==> src/rtl/pbreset_seq.sv <==
module pbreset_seq #(
  parameter int DEBOUNCE_TICKS = 5,
  parameter int PULSE_TICKS    = 8,
  parameter int RECOVER_TICKS  = 8
) (
  input  logic clk,
  input  logic rst_n,
  input  logic tick,
  input  logic line_in,
  input  logic pwr_fail,
  input  logic osc_run,
  output logic drive_low
);
  localparam int SETTLE = 3;
  localparam int MAXA = (DEBOUNCE_TICKS > PULSE_TICKS) ? DEBOUNCE_TICKS : PULSE_TICKS;
  localparam int MAXB = (MAXA > RECOVER_TICKS) ? MAXA : RECOVER_TICKS;
  localparam int MAXT = (MAXB > SETTLE) ? MAXB : SETTLE;
  localparam int CW = $clog2(MAXT + 1);

  typedef enum logic [2:0] {IDLE, DEBOUNCE, CHECK, WAIT_REL, PULSE, PFAIL, RECOVER} st_t;
  st_t st;
  logic [CW-1:0] cnt;
  logic s0, s1, sq;

  wire fall   = sq & ~s1;
  wire deb_dn = tick && cnt == CW'(DEBOUNCE_TICKS - 1);
  wire pul_dn = tick && cnt == CW'(PULSE_TICKS - 1);
  wire rec_dn = tick && cnt == CW'(RECOVER_TICKS - 1);
  wire chk_dn = cnt == CW'(SETTLE - 1);

  assign drive_low = pwr_fail || st == DEBOUNCE || st == PULSE || st == PFAIL || st == RECOVER;

  always_ff @(posedge clk or negedge rst_n) begin
    if (!rst_n) begin
      s0 <= 1'b1;
      s1 <= 1'b1;
      sq <= 1'b1;
    end else begin
      s0 <= line_in;
      s1 <= s0;
      sq <= s1;
    end
  end

  always_ff @(posedge clk or negedge rst_n) begin
    if (!rst_n) begin
      st  <= IDLE;
      cnt <= '0;
    end else if (pwr_fail) begin
      st  <= PFAIL;
      cnt <= '0;
    end else begin
      unique case (st)
        IDLE: if (fall) begin st <= DEBOUNCE; cnt <= '0; end
        DEBOUNCE:
          if (deb_dn) begin st <= CHECK; cnt <= '0; end
          else if (tick) cnt <= cnt + 1'b1;
        CHECK:
          if (chk_dn) begin st <= s1 ? IDLE : WAIT_REL; cnt <= '0; end
          else cnt <= cnt + 1'b1;
        WAIT_REL: if (s1) begin st <= PULSE; cnt <= '0; end
        PULSE:
          if (pul_dn) begin st <= IDLE; cnt <= '0; end
          else if (tick) cnt <= cnt + 1'b1;
        PFAIL: begin
          st  <= osc_run ? RECOVER : IDLE;
          cnt <= '0;
        end
        RECOVER:
          if (rec_dn) begin st <= IDLE; cnt <= '0; end
          else if (tick) cnt <= cnt + 1'b1;
        default: begin st <= IDLE; cnt <= '0; end
      endcase
    end
  end

  assert_press_drive_R2: assert property (@(posedge clk) disable iff (!rst_n)
    (st == IDLE && fall && !pwr_fail) |=> drive_low);
  assert_release_pulse_R4: assert property (@(posedge clk) disable iff (!rst_n)
    (st == WAIT_REL && s1 && !pwr_fail) |=> drive_low);
  assert_pf_hold_R6: assert property (@(posedge clk) disable iff (!rst_n)
    pwr_fail |=> drive_low);
  assert_recover_hold_R7: assert property (@(posedge clk) disable iff (!rst_n)
    ($fell(pwr_fail) && osc_run) |=> drive_low);
  assert_skip_recover_R8: assert property (@(posedge clk) disable iff (!rst_n)
    ($fell(pwr_fail) && !osc_run) |=> (!drive_low || pwr_fail));
endmodule

==> config.mk <==
export PLATFORM = sky130hd
export DESIGN_NAME = pbreset_seq
export DESIGN_NICKNAME = d
export VERILOG_FILES = /design/src/rtl/pbreset_seq.sv
export SDC_FILE = /design/constraint.sdc
export NUM_CORES = 1
export LEC_CHECK = 0
export ABC_AREA = 0
export BUFFER_PORTS_ARGS = -buffer_cell sky130_fd_sc_hd__buf_2
export CAP_MARGIN = 20
export CORE_AREA = 2 2 39 41
export CTS_CLUSTER_DIAMETER = 50
export DETAILED_ROUTE_END_ITERATION = 8
export DIE_AREA = 0 0 41 43
export PLACE_DENSITY_LB_ADDON = 0.08
export SYNTH_ARGS = -nofsm -noshare
export SYNTH_HDL_FRONTEND = slang
export SYNTH_SLANG_ARGS = --single-unit
==> constraint.sdc <==
create_clock -name clk -period 3.77 [get_ports clk]
set_input_delay 0.377 -clock clk [delete_from_list [all_inputs] [get_ports clk]]
set_output_delay 0.377 -clock clk [all_outputs]
set_load 0.005 [all_outputs]
==> results_dict.tcl <==
set metrics [dict create \
    num-fill-cells 128 \
    grt_util_all_layers 0.213 \
    clock_sink_count 10 \
    floorplan.core_area_sq_um 1380 \
    status "finished clean" \
    gp_routability_congestion 0.790 \
    floorplan.rows 14 \
    async_flop_share 1.00 \
    first_global_vias 594 \
    synthesis.area_sq_um 749 \
    initial_utilization 0.542 \
    initialDrtViolationCount 32 \
    synth-main-ff-cell "dfrtp_1" \
    clock_tree_from_tritoncts "yes" \
    synthCells 83 \
    antenna_cells_inserted 0 \
    timing.max_slew.rel_slack 0.773 \
    worst-path-max-fanout 13 \
    cts.path.max_buffers 2 \
    finalNetCount 98 \
    layout-drive-gt1-share 0.216 \
    layout.cells.most_common_list "10 x nor2_1, 7 x dfrtp_1, 6 x nand2_1, 6 x buf_2" \
    clock-skew-final_ps 7.57 \
    worstSkewPairLatency_ps 260 \
    syn-num-nets 92 \
    placed_cell_area_sq_um 766 \
    critPathRequiredTime_ps 3920 \
    path_clk_slew_ps 70 \
    power_per_cell_area_nw_per_um2 581 \
    yosys_register_bits 10 \
    dr_total_vias 623 \
    max-vdd-ir-drop_mv 0.336 \
    ys_warn_count 0 \
    sequential_cell_area_sq_um 254 \
    cts_root_buf "clkbuf_4" \
    worst-slew-pin-transition_ps 341 \
    synth_top_area_cell "dfrtp_1" \
    synth_cell_type_count 41 \
    io_pins 7 \
    leakage_nw 0.359 \
    layout.cells.most_common "nor2_1" \
    hp-class "in -> reg" \
    io_buffers 6 \
    synth_top_area_cells "dfrtp_1 23%, dfstp_2 11%, ha_1 5.0%, nor2_1 5.0%, a22o_1 3.5%" \
    timing.setup.tns_ps 0 \
    area_growth_syn_to_layout_pct 8.35 \
    cp-end-kind "flop" \
    floorplan.die.height_um 43 \
    multi_input_area_sq_um 447 \
    finalWorstPathRequiredPeriod_ps 1960 \
    number_of_placed_instances_taps_included 99 \
    layoutNonFillerInstCount 104 \
    postSynthAreaPerCell_sq_um 9.03 \
    post-route-cell-area_sq_um 812 \
    grt_setup_unrepaired "no" \
    wirelength_mm 1.48 \
    final_antenna_net_count 0 \
    report.final.hold_viol_count 0 \
    grt_antenna_before_repair 0 \
    hpwl_dp_mm 1.11 \
    clock.fmax_ghz 0.510 \
    sequential_element_share_of_the_synthesized_area 0.339 \
    critical_path_data_arrival_time_ps 2110 \
    routed_via_density 5.99 \
    final_min_period_over_clock_period 0.520 \
    finalSetupViolCount 0 \
    dr.pass1.iters 4 \
    cts-htree-levels 1 \
    globalRouteOverflowTotal 0 \
    netlist.area_leader.share 0.234 \
    max_cap_viol_count 0 \
    remaining_drc_errors 0 \
    worst_hold_slack_ps 213 \
    grt_first_pass_wirelength_mm 2.57 \
    die_w_um 41 \
    worstSetupPathType "reg -> reg" \
    wl_per_cell_um 14.2 \
    grt_max_degree 14 \
    timing.final.max_slew_violations 0 \
    tritoncts.num_buffers 3 \
    die-area_sq_um 1760 \
    ctsResizeCount 0 \
    cp-start-kind "flop" \
    post_synth_edffs 0 \
]
==> power breakdown <==
group / total [mW] / internal, mW / switching [mW]
registers: 0.170 / 0.126 / 0.0437
logic: 0.207 / 0.0980 / 0.109
clock network: 0.0948 / 0.0585 / 0.0363
==> worst max-delay path, stage by stage (launching register included) <==
cell,delay (ps)
dfrtp_1,500
or3b_2,540
a21oi_2,280
a211o_1,230
mux2_4,310
==> through the flow <==
| stage | util | power [mW] | setup slack (ps) |
|---|---|---|---|
| floorplan | - | 0.346 | 2020 |
| global placement | 0.553 | 0.375 | 1840 |
| detailed placement | 0.553 | 0.376 | 1840 |
| CTS | 0.587 | 0.473 | 1830 |
| global route | 0.587 | 0.514 | 1720 |
| finish | 0.587 | 0.472 | 1810 |
==> synth_stat cells, types with 2 or more instances <==
library cell / number
nor2_1: 10
dfrtp_1: 7
nand2_1: 6
inv_1: 4
nand2b_1: 4
o21ai_0: 4
a22o_1: 3
buf_2: 3
dfstp_2: 3
ha_1: 3
a21oi_1: 2
a21oi_2: 2
a22oi_1: 2
and4b_1: 2
clkbuf_1: 2
==> state kept, by name (all words and copies together), names as in the netlist <==
signal,flops
cnt,4
s0,1
st,3
s1,1
sq,1
==> what timing repair did <==
item	4_1_cts	5_1_grt
hold buffers	1	0
buffers inserted	0	0
hold endpoints to repair	7	0
==> worst paths after layout <==
| check | to | cells after the start | start | slack [ps] |
|---|---|---|---|---|
| setup / recovery | st[1] | 4 | st[0] | 1810 |
| hold / removal | s0 | 1 | line_in | 210 |
| setup reg to reg | st[1] | 4 | st[0] | 1810 |
| hold reg to reg | s1 | 0 | s0 | 360 |
| max in group asynchronous | s0 | 2 | rst_n | 3020 |
| min in group asynchronous | st[1] | 2 | rst_n | 490 |
==> cell families after synthesis <==
logic type / after synthesis / share of synthesized area
AO/OA/AOI/OAI: 26 / 0.265
XOR/XNOR: 1 / 0.0117
adder cells (fa/ha/maj): 3 / 0.0501
buffers and inverters: 10 / 0.0651
flip-flops: 10 / 0.339
multiplexers: 2 / 0.0334
AND/OR/NAND/NOR: 31 / 0.235
==> layout make-up <==
cell class,count,share of cell area
inverter,4,0.0185
timing repair buffer,7,0.0493
clock buffer,4,0.0447
sequential,10,0.313
tap,16,0.0247
multi-input combinational,63,0.550
==> per-layer routing <==
metal / track usage / wire (um)
met1: 0.268 / 674
met4: 0.0200 / 0
met2: 0.341 / 752
met5: 0 / 0
met3: 0.0942 / 48
No activity file was read; power rests on OpenSTA's default activity.
